==> config.mk <==
export PLATFORM = sky130hd
export DESIGN_NAME = dualmask_intc
export DESIGN_NICKNAME = d
export VERILOG_FILES = /design/src/rtl/intc_pkg.sv /design/src/rtl/intc_decode.sv /design/src/rtl/intc_mask_reg.sv /design/src/rtl/intc_out_stage.sv /design/src/rtl/dualmask_intc.sv
export SDC_FILE = /design/constraint.sdc
export NUM_CORES = 1
export LEC_CHECK = 0
export BUFFER_PORTS_ARGS = -buffer_cell sky130_fd_sc_hd__buf_2
export CAP_MARGIN = 20
export CORE_MARGIN = 2
export CORE_UTILIZATION = 39
export DETAILED_ROUTE_END_ITERATION = 7
export GPL_TIMING_DRIVEN = 1
export RECOVER_POWER = 50
export SYNTH_ARGS = -nofsm -noshare
export SYNTH_HDL_FRONTEND = slang
export SYNTH_HIERARCHICAL = 1
export SYNTH_SLANG_ARGS = --single-unit
export TNS_END_PERCENT = 100
==> constraint.sdc <==
create_clock -name clk -period 6.2 [get_ports clk]
set_clock_uncertainty 0.1 [all_clocks]
set_input_delay 0.62 -clock clk [delete_from_list [all_inputs] [get_ports clk]]
set_output_delay 0.62 -clock clk [all_outputs]
set_load 0.005 [all_outputs]
==> src/rtl/intc_pkg.sv <==
package intc_pkg;
  localparam int WORD_W = 4;
  typedef logic [WORD_W-1:0] word_t;

  localparam word_t OFS_IRQ_MSTAT  = 4'd0;
  localparam word_t OFS_IRQ_RAW    = 4'd1;
  localparam word_t OFS_IRQ_EN     = 4'd2;
  localparam word_t OFS_IRQ_EN_CLR = 4'd3;
  localparam word_t OFS_SOFT       = 4'd4;
  localparam word_t OFS_SOFT_CLR   = 4'd5;
  localparam word_t OFS_FIQ_MSTAT  = 4'd8;
  localparam word_t OFS_FIQ_RAW    = 4'd9;
  localparam word_t OFS_FIQ_EN     = 4'd10;
  localparam word_t OFS_FIQ_EN_CLR = 4'd11;

  localparam int CH_IRQ = 0;
  localparam int CH_FIQ = 1;
  localparam int N_CH   = 2;

  typedef enum logic [2:0] {
    SEL_NONE,
    SEL_IRQ_MSTAT,
    SEL_RAW,
    SEL_IRQ_EN,
    SEL_SOFT,
    SEL_FIQ_MSTAT,
    SEL_FIQ_EN
  } rd_sel_e;

  typedef struct packed {
    logic    irq_set;
    logic    irq_clr;
    logic    fiq_set;
    logic    fiq_clr;
    logic    soft_set;
    logic    soft_clr;
    logic    rd_en;
    rd_sel_e rd_sel;
    logic    bad;
  } dec_t;
endpackage

==> src/rtl/intc_decode.sv <==
module intc_decode
  import intc_pkg::*;
(
  input  logic  acc_en,
  input  logic  acc_wr,
  input  word_t acc_word,
  input  logic  wbit0,
  output dec_t  dec
);
  always_comb begin
    dec.irq_set  = 1'b0;
    dec.irq_clr  = 1'b0;
    dec.fiq_set  = 1'b0;
    dec.fiq_clr  = 1'b0;
    dec.soft_set = 1'b0;
    dec.soft_clr = 1'b0;
    dec.rd_en    = 1'b0;
    dec.rd_sel   = SEL_NONE;
    dec.bad      = 1'b0;
    if (acc_en) begin
      if (acc_wr) begin
        case (acc_word)
          OFS_IRQ_EN:     dec.irq_set  = 1'b1;
          OFS_IRQ_EN_CLR: dec.irq_clr  = 1'b1;
          OFS_FIQ_EN:     dec.fiq_set  = 1'b1;
          OFS_FIQ_EN_CLR: dec.fiq_clr  = 1'b1;
          OFS_SOFT:       dec.soft_set = wbit0;
          OFS_SOFT_CLR:   dec.soft_clr = wbit0;
          default:        dec.bad      = 1'b1;
        endcase
      end else begin
        dec.rd_en = 1'b1;
        case (acc_word)
          OFS_IRQ_MSTAT:            dec.rd_sel = SEL_IRQ_MSTAT;
          OFS_IRQ_RAW, OFS_FIQ_RAW: dec.rd_sel = SEL_RAW;
          OFS_IRQ_EN:               dec.rd_sel = SEL_IRQ_EN;
          OFS_SOFT:                 dec.rd_sel = SEL_SOFT;
          OFS_FIQ_MSTAT:            dec.rd_sel = SEL_FIQ_MSTAT;
          OFS_FIQ_EN:               dec.rd_sel = SEL_FIQ_EN;
          default:                  dec.bad    = 1'b1;
        endcase
      end
    end
  end
endmodule

==> src/rtl/intc_mask_reg.sv <==
module intc_mask_reg #(
  parameter int W = 32
) (
  input  logic         clk,
  input  logic         rst,
  input  logic         set_en,
  input  logic         clr_en,
  input  logic [W-1:0] wdata,
  output logic [W-1:0] mask_q
);
  always_ff @(posedge clk) begin
    if (rst)         mask_q <= '0;
    else if (set_en) mask_q <= mask_q | wdata;
    else if (clr_en) mask_q <= mask_q & ~wdata;
  end

  // R3 for the normal channel, R4 for the fast channel
  p_set_sticks_r3: assert property (@(posedge clk) disable iff (rst)
    set_en |=> ((mask_q & $past(wdata)) == $past(wdata)));
  p_clr_drops_r3: assert property (@(posedge clk) disable iff (rst)
    (clr_en && !set_en) |=> ((mask_q & $past(wdata)) == '0));
  p_set_keeps_r4: assert property (@(posedge clk) disable iff (rst)
    set_en |=> ((mask_q & $past(mask_q)) == $past(mask_q)));
  p_idle_hold_r3: assert property (@(posedge clk) disable iff (rst)
    (!set_en && !clr_en) |=> $stable(mask_q));
endmodule

==> src/rtl/intc_out_stage.sv <==
module intc_out_stage #(
  parameter int W    = 32,
  parameter int N_CH = 2
) (
  input  logic                    clk,
  input  logic                    rst,
  input  logic [W-1:0]            raw_lvl,
  input  logic [N_CH-1:0][W-1:0]  masks,
  output logic [N_CH-1:0]         out_q
);
  for (genvar g = 0; g < N_CH; g++) begin : g_chan
    always_ff @(posedge clk) begin
      if (rst) out_q[g] <= 1'b0;
      else     out_q[g] <= |(raw_lvl & masks[g]);
    end

    p_raise_r7: assert property (@(posedge clk) disable iff (rst)
      (|(raw_lvl & masks[g])) |=> out_q[g]);
    p_drop_r7: assert property (@(posedge clk) disable iff (rst)
      ((raw_lvl & masks[g]) == '0) |=> !out_q[g]);
  end

  p_reset_quiet_r1: assert property (@(posedge clk)
    rst |=> (out_q == '0));
endmodule

==> src/rtl/dualmask_intc.sv <==
module dualmask_intc
  import intc_pkg::*;
#(
  parameter int N_LINES = 32
) (
  input  logic               clk,
  input  logic               rst,
  input  logic [N_LINES-1:0] irq_lines,
  input  logic               acc_en,
  input  logic               acc_wr,
  input  logic [WORD_W-1:0]  acc_word,
  input  logic [N_LINES-1:0] acc_wdata,
  output logic [N_LINES-1:0] rd_data,
  output logic               irq_out,
  output logic               fiq_out,
  output logic               err_pulse
);
  localparam int HI_ZEROS = N_LINES - 1;

  dec_t                         dec;
  logic                         soft_q;
  logic [N_LINES-1:0]           raw_lvl;
  logic [N_CH-1:0]              set_v;
  logic [N_CH-1:0]              clr_v;
  logic [N_CH-1:0][N_LINES-1:0] mask_v;
  logic [N_CH-1:0]              out_v;
  logic [N_LINES-1:0]           rd_next;
  logic [N_LINES-1:0]           rd_q;
  logic                         err_q;

  intc_decode u_dec (
    .acc_en   (acc_en),
    .acc_wr   (acc_wr),
    .acc_word (acc_word),
    .wbit0    (acc_wdata[0]),
    .dec      (dec)
  );

  assign set_v[CH_IRQ] = dec.irq_set;
  assign clr_v[CH_IRQ] = dec.irq_clr;
  assign set_v[CH_FIQ] = dec.fiq_set;
  assign clr_v[CH_FIQ] = dec.fiq_clr;

  for (genvar g = 0; g < N_CH; g++) begin : g_mask
    intc_mask_reg #(.W(N_LINES)) u_mask (
      .clk    (clk),
      .rst    (rst),
      .set_en (set_v[g]),
      .clr_en (clr_v[g]),
      .wdata  (acc_wdata),
      .mask_q (mask_v[g])
    );
  end

  always_ff @(posedge clk) begin
    if (rst)               soft_q <= 1'b0;
    else if (dec.soft_set) soft_q <= 1'b1;
    else if (dec.soft_clr) soft_q <= 1'b0;
  end

  assign raw_lvl = irq_lines | {{HI_ZEROS{1'b0}}, soft_q};

  intc_out_stage #(.W(N_LINES), .N_CH(N_CH)) u_out (
    .clk     (clk),
    .rst     (rst),
    .raw_lvl (raw_lvl),
    .masks   (mask_v),
    .out_q   (out_v)
  );

  always_comb begin
    case (dec.rd_sel)
      SEL_IRQ_MSTAT: rd_next = raw_lvl & mask_v[CH_IRQ];
      SEL_RAW:       rd_next = raw_lvl;
      SEL_IRQ_EN:    rd_next = mask_v[CH_IRQ];
      SEL_SOFT:      rd_next = {{HI_ZEROS{1'b0}}, raw_lvl[0]};
      SEL_FIQ_MSTAT: rd_next = raw_lvl & mask_v[CH_FIQ];
      SEL_FIQ_EN:    rd_next = mask_v[CH_FIQ];
      default:       rd_next = '0;
    endcase
  end

  always_ff @(posedge clk) begin
    if (rst) begin
      rd_q  <= '0;
      err_q <= 1'b0;
    end else begin
      if (dec.rd_en) rd_q <= rd_next;
      err_q <= dec.bad;
    end
  end

  assign rd_data   = rd_q;
  assign irq_out   = out_v[CH_IRQ];
  assign fiq_out   = out_v[CH_FIQ];
  assign err_pulse = err_q;

  p_soft_set_r5: assert property (@(posedge clk) disable iff (rst)
    (acc_en && acc_wr && acc_word == OFS_SOFT && acc_wdata[0]) |=> soft_q);
  p_soft_clr_r5: assert property (@(posedge clk) disable iff (rst)
    (acc_en && acc_wr && acc_word == OFS_SOFT_CLR && acc_wdata[0]) |=> !soft_q);
  p_line0_wins_r6: assert property (@(posedge clk) disable iff (rst)
    (irq_lines[0] && mask_v[CH_IRQ][0]) |=> irq_out);
  p_bad_write_inert_r8: assert property (@(posedge clk) disable iff (rst)
    (acc_en && acc_wr && (acc_word == OFS_IRQ_MSTAT || acc_word == OFS_IRQ_RAW ||
     acc_word == OFS_FIQ_MSTAT || acc_word == OFS_FIQ_RAW))
    |=> ($stable(mask_v) && $stable(soft_q) && err_pulse));
  p_bad_read_zero_r8: assert property (@(posedge clk) disable iff (rst)
    (acc_en && !acc_wr && (acc_word == OFS_IRQ_EN_CLR || acc_word == OFS_SOFT_CLR ||
     acc_word == OFS_FIQ_EN_CLR)) |=> (err_pulse && rd_data == '0));
  p_read_hold_r2: assert property (@(posedge clk) disable iff (rst)
    !(acc_en && !acc_wr) |=> $stable(rd_data));
endmodule

* Word-level counts from Yosys, hierarchy flattened *
Index checks and enable logic that the tools add are counted.

cells by class
  reduce and logical (&&, ||, !) cells = 10
  equal/unequal tests = 15
  bitwise logic cells = 9
  muxes and demuxes = 20

operators with widths
  cell                                           number
  one-hot mux 32 bit (6 select lines)            1
  AND 32 bit                                     4
  two-way mux 32 bit                             4
  bitwise OR 32 bit                              2
  OR reduction 32 bit                            2
  inverter 32 bit                                1
  bitwise OR 32 x 1 -> 32 bit                    1
  one-hot mux 3 bit (6 select lines)             1
  == test 4 bit, second input constant           4
  two-way mux 1 bit                              11
  two-way mux 11 bit                             1
  == test 3 bit, second input constant           3
  == test 4 x 2 -> 1 bit, second input constant  2
  == test 4 x 3 -> 1 bit, second input constant  2
  OR reduction 7 bit                             1
  == test 3 x 2 -> 1 bit, second input constant  2
  two-way mux 6 bit                              1
  nonzero test 2 bit                             3
  OR reduction 6 bit                             1
  == test 4 x 1 -> 1 bit, second input constant  1
  logical NOT 4 bit                              1
  two-way mux 4 bit                              1
  OR reduction 2 bit                             2
  == test 3 x 1 -> 1 bit, second input constant  1
  inverter 1 bit                                 1

word-level totals
  output and inout port bits = 35
  bits in registers = 100

* Depth between registers and ports, before layout *
Gate-level depths: netlist (run 1).

  depth after elaboration = 7
  mapped depth = 9
  gate-level depth less buffers = 6

* Modules after synthesis *
Netlist (run 1), hierarchy kept.

by module, submodules not included
  module          cells each  area each (sq um)  times used
  intc_mask_reg   137         1410.1             2
  dualmask_intc   336         2416.1             1
  intc_out_stage  45          356.6              1
  intc_decode     28          198.9              1

* Worst setup path before layout (run 1) *
No wires, ideal clock.

  path kind = input port to flip-flop
  from = input port acc_word[1]
  to = register rd_q[0] (netlist: rd_data[0])
  stages on the path = 8
  required time = 5.978 ns
  path slack = 3.807 ns
  data arrival time = 2.171 ns
  path through = buf_2 > or3b_1 > a211oi_2 > buf_2 > and3b_1 > a21oi_1 > o21ai_0 > a221o_1

RTL lines
  item                  line                 text
  start, declared       dualmask_intc.sv:11  input logic [WORD_W-1:0] acc_word,
  end signal, assigned  dualmask_intc.sv:88  if (dec.rd_en) rd_q <= rd_next;
  end, declared         dualmask_intc.sv:28  logic [N_LINES-1:0] rd_q;

==> flow_summary.ini, run 1 <==
[hold_path]
hp-class = flop to flop
whs_path_depth = 2

[sta]
tightestPinTransition_ps = 1943
slew_headroom = -0.2953
rsz0062_at_grt = no
timing.final.crit_period_ps = 3499
hold_ws_ps = 382.5
slew_violations = 33
setup-violations-final = 0
max_freq_mhz = 285.8
hold_violations = 0
setup_tns_ps = 0
finalCritPeriodShare = 0.5643

[power]
share_comb_of_total_power = 0.094
cellPowerDensity_nw_per_um2 = 205.4
max-vdd-ir-drop_v = 0.0001219
clockPowerShare = 0.425
p_sw_uw = 349.7
swShare = 0.2586
cell_internal_pwr_uw = 1003
p_leak_uw = 0.002323
power.share.sequential = 0.481
power.total_uw = 1352

[cts]
cts_tree = yes
cts_max_path_buffers = 2
cts_setup_buffers = 0
holdBufCountCts = 0
htreeDepth = 3
clkTransAtPathRegs_ps = 70
numCtsBuffers = 9
cts_resized = 0
cts-root-buf = clkbuf_16
cts.sinks = 100
clock_latency_ps = 350

[worst_setup_path]
crit_family = simple AND/OR/NAND/NOR gates
critPathArrivalTime_ps = 3690
cp.depth = 8
crit_path_start_kind = primary input
crit_path_end_kind = flop
crit_chain = clkbuf_1 > xnor2_1 > nor3_2 > nor2b_4 > buf_4 > a21oi_1 > o21ai_0 > a32o_1
path_max_fanout = 37
rr_worst_depth = 4
crit_buf_inv = 2
cpMaxStageDelayCell = nor3_2
crit_type = primary input to flop
cpPeakStageDelay_ps = 830
required_ps = 6400

[detailed_routing]
vias = 5577
first_iter_violations = 628
drc_errors = 0
drt-pass1-iter-count = 5
wl_um = 19000
ant_nets = 0
wire_per_inst_um = 20.00
viasPerCell = 5.871

[global_routing]
gr-total-overflow = 0
grt_max_degree = 70
globalRouteMet3Util = 0.05820
gr-usage-met2 = 0.3746
grt.total_usage = 0.2380
grt_pass1_vias = 5477
antenna_found_initial = 1
met1_usage = 0.3203
grt_pass1_wl_um = 29950
busiest_layer = met2

[place]
place_inst = 933
gp_congestion = 0.8738
dpl.hpwl_um = 12680
numPortBuffers = 106

[yosys]
syn-num-nets = 755
synth_area_um2 = 5792
synth-seq-area-share = 0.3456
yosys_warnings = 6
synthCells = 683
synthDistinctLibCells = 47
synth_seq_cells = 100
syn-mean-instance-area_um2 = 8.480

[layout]
final_common_cell = dfxtp_1
drive_gt1_frac = 0.2405
area_delta_synth_final_pct = 13.70
fin_nets = 832
stdcell_count = 950
layout_common_cells = dfxtp_1, nand2_1, buf_2, a21bo_1, a21oi_2

[floorplanning]
die_w_um = 125.9
io_pins = 107
dieArea_um2 = 15840
num_rows = 44
fp.dieH_um = 125.9
initial_core_util = 0.3985
core_um2 = 14530

[flow_run]
drv_cap = 1

[status]
status = finished, violations left
violations = capacitance limit, slew limit
cells in the mapped netlist, drive strengths merged:
| cell type | number | area, um2 |
|---|---|---|
| nand2 | 97 | 364.1 |
| buf | 44 | 337.8 |
| a221o | 1 | 10.01 |
| a32o | 30 | 300.3 |
| a2111o | 1 | 11.26 |
| nand4 | 8 | 50.05 |
| a31oi | 2 | 12.51 |
| nor4b | 1 | 8.760 |
| o41a | 2 | 22.52 |
| or3b | 1 | 8.760 |
| nand2b | 5 | 31.28 |
| a2111oi | 1 | 15.01 |
| and2 | 30 | 187.7 |
| dfxtp | 100 | 2002 |
| nor3 | 4 | 36.29 |
| a21bo | 64 | 640.6 |
| o21ai | 64 | 320.3 |
| nor2b | 4 | 27.53 |
| inv | 36 | 135.1 |
| nor2 | 4 | 15.01 |
| a22oi | 32 | 240.2 |
| clkbuf | 9 | 33.78 |
| and3 | 1 | 6.260 |
| and4b | 1 | 10.01 |
| nand4b | 1 | 8.760 |
| and3b | 1 | 8.760 |
| a211oi | 1 | 12.51 |
| o311ai | 1 | 8.760 |
| a311oi | 1 | 8.760 |
| nand3 | 30 | 150.1 |
| xnor2 | 1 | 8.760 |
| nor3b | 2 | 15.01 |
| nor4 | 2 | 12.51 |
| nand3b | 2 | 15.01 |
| o211ai | 1 | 7.510 |
| nand4bb | 1 | 11.26 |
| a21oi | 96 | 690.7 |
| or2 | 1 | 6.260 |
cell type report:
cell class | instances | area (um2)
fillers | 1442 | 7949
multi-input cells | 494 | 3318
flip-flops and latches | 100 | 2002
repair buffers | 119 | 598.1
well taps | 184 | 230.2
clock buffers | 9 | 225.2
inverters | 36 | 135.1
clock inverters | 7 | 73.82
diodes | 1 | 2.502
power by group through the flow:
stage	combinational, uW	clock (uW)	sequential (uW)
final	127	575	650
after global routing	137	611	651
after CTS	126	586	650
after detailed placement	125	0	665
after floorplan	63.6	0	664
after global placement	120	0	665
kinds of logic after synthesis:
family,Yosys count,share of synthesized area
compound gates,297,0.3973
flops,100,0.3456
simple gates,196,0.1681
xor+xnor,1,0.001512
buf+inv,89,0.08749
worst min-delay path: stages (launching register included):
cell and delay [ps]:
dfxtp_1 320, nand2b_1 70, o21ai_1 50
layer usage:
metal	up-vias	part of all wire
met3	41	0.075
met1	2659	0.45
met5	-	0
li1	2616	-
met2	261	0.45
met4	0	0.026
through the flow:
| step | instance area (um2) | utilization | worst slack [ps] |
|---|---|---|---|
| after global routing | 6583 | 0.4529 | 2437 |
| after CTS | 6634 | 0.4564 | 2910 |
| final | 6585 | 0.4531 | 2701 |
| after global placement | 6335 | 0.4359 | 2690 |
| after floorplan | 5792 | - | 3807 |
| after detailed placement | 6335 | 0.4359 | 2527 |
path summary, 6_finish.rpt:
check         startpoint        endpoint  slack (ps)
min          rd_data[22]     rd_data[22]         380
min reg2reg  rd_data[22]     rd_data[22]         380
max reg2reg       soft_q  u_out/out_q[1]        4370
max          acc_word[0]      rd_data[3]        2700
No activity file was read; power rests on OpenSTA's default activity.
==> run 2, diff against run 1 <==
Clock period 6.2 ns to 3.3 ns, I/O delays scaled along.
==> run 2 against run 1 <==
Effect of this change:
- the flow still finishes with violations (capacitance limit, slew limit)
- worst hold slack lost 230 ps
- via count grew 0.84%
- total power grew 99%
- sequential cell count is the same
- routed wire length shrank 0.26%
- largest cell class unchanged
- largest power group is now the clock network
==> flow_summary.ini, run 2 (synthesized netlist as in run 1, its figures left out) <==
[sta]
setup_tns_ps = 0
hold_violations = 0
finalCritPeriodShare = 0.7410
slew_headroom = -0.2722
slew_violations = 70
timing.final.crit_period_ps = 2445
max_freq_mhz = 408.9
rsz0062_at_grt = no
tightestPinTransition_ps = 1908
setup-violations-final = 0

[cts]
numCtsBuffers = 9
cts_tree = yes
cts_resized = 0
htreeDepth = 3
clock_latency_ps = 360
cts_setup_buffers = 0
cts-root-buf = clkbuf_16
clkTransAtPathRegs_ps = 70
holdBufCountCts = 0
cts.sinks = 100
cts_max_path_buffers = 2

[global_routing]
gr-total-overflow = 0
antenna_found_initial = 0
grt_max_degree = 70
grt_pass1_wl_um = 29560
grt_pass1_vias = 5443
grt.total_usage = 0.2355

[detailed_routing]
viasPerCell = 5.895
drc_errors = 0
vias = 5624
wire_per_inst_um = 19.86
drt-pass1-iter-count = 5
first_iter_violations = 525
wl_um = 18950
ant_nets = 0

[place]
placed_area_um2 = 6400
gp_congestion = 0.8718
numPortBuffers = 106
dpl.hpwl_um = 12940

[layout]
final_common_cell = dfxtp_1
area_delta_synth_final_pct = 14.30
postLayoutCellArea_um2 = 6620
layout_common_cells = dfxtp_1, nand2_1, buf_2, a21oi_1, a21bo_1
antennaDiodeCount = 0
fin_nets = 838
drive_gt1_frac = 0.2299

[status]
violations = capacitance limit, slew limit
status = finished, violations left

[floorplanning]
initial_core_util = 0.3985
die_w_um = 125.9
dieArea_um2 = 15840
num_rows = 44
io_pins = 107
core_um2 = 14530
fp.dieH_um = 125.9

[worst_setup_path]
crit_path_start_kind = primary input
critPathArrivalTime_ps = 2640
crit_type = primary input to flop
required_ps = 3500
path_max_fanout = 13
crit_path_end_kind = flop

[power]
max-vdd-ir-drop_v = 0.0002648
p_leak_uw = 0.002419
cellPowerDensity_nw_per_um2 = 406.4

[hold_path]
hp-class = primary input to flop

[flow_run]
drv_cap = 1
-- run 2: cell type report --
class	instances	area, um2
flip-flops and latches	100	2002
clock buffers	10	239.0
inverters	36	135.1
well taps	184	230.2
clock inverters	5	100.1
repair buffers	125	674.4
multi-input cells	494	3239
fillers	1475	7914
-- run 2: power by group --
part | switching [uW] | total [uW] | leakage [uW] | internal, uW
logic | 160 | 241 | 0.00144 | 80.6
clock network | 472 | 1230 | 0.000168 | 755
registers | 7.27 | 1220 | 0.000806 | 1220
-- run 2: final timing paths --
path | from | end | cells after the start | slack [ps]
worst max-delay path | acc_wr | rd_data[12] | 8 | 850
worst min-delay path | acc_wdata[19] | flop | 3 | 150
worst max register to register | soft_q | u_out/out_q[0] | 4 | 1560
worst min register to register | rd_data[9] | rd_data[9] | 1 | 370
-- run 2: critical path: stages --
cell	delay (ps)
buf_2	130
nand2b_1	280
a2111oi_4	490
nor2b_2	660
buf_4	300
a21oi_1	80
o21ai_0	180
a32o_1	200
-- run 2: metrics by stage --
step	std cells	power, uW	utilization	setup WS [ps]	hold WS, ps
after floorplan	683	1367	-	1197	299.1
after global placement	938	1482	0.4393	581.2	349.6
after detailed placement	939	1492	0.4403	538.4	354.0
after CTS	954	2707	0.4637	902.5	150.1
after global routing	954	2764	0.4555	664.0	151.1
final	954	2690	0.4555	854.6	150.3
-- run 2: routing by layer --
metal | up-vias | share of wire | global-route usage
met5 | - | 0 | 0
met4 | 0 | 0.015 | 0.06852
met3 | 22 | 0.065 | 0.04673
met2 | 232 | 0.48 | 0.3924
met1 | 2749 | 0.44 | 0.3108
li1 | 2621 | - | -
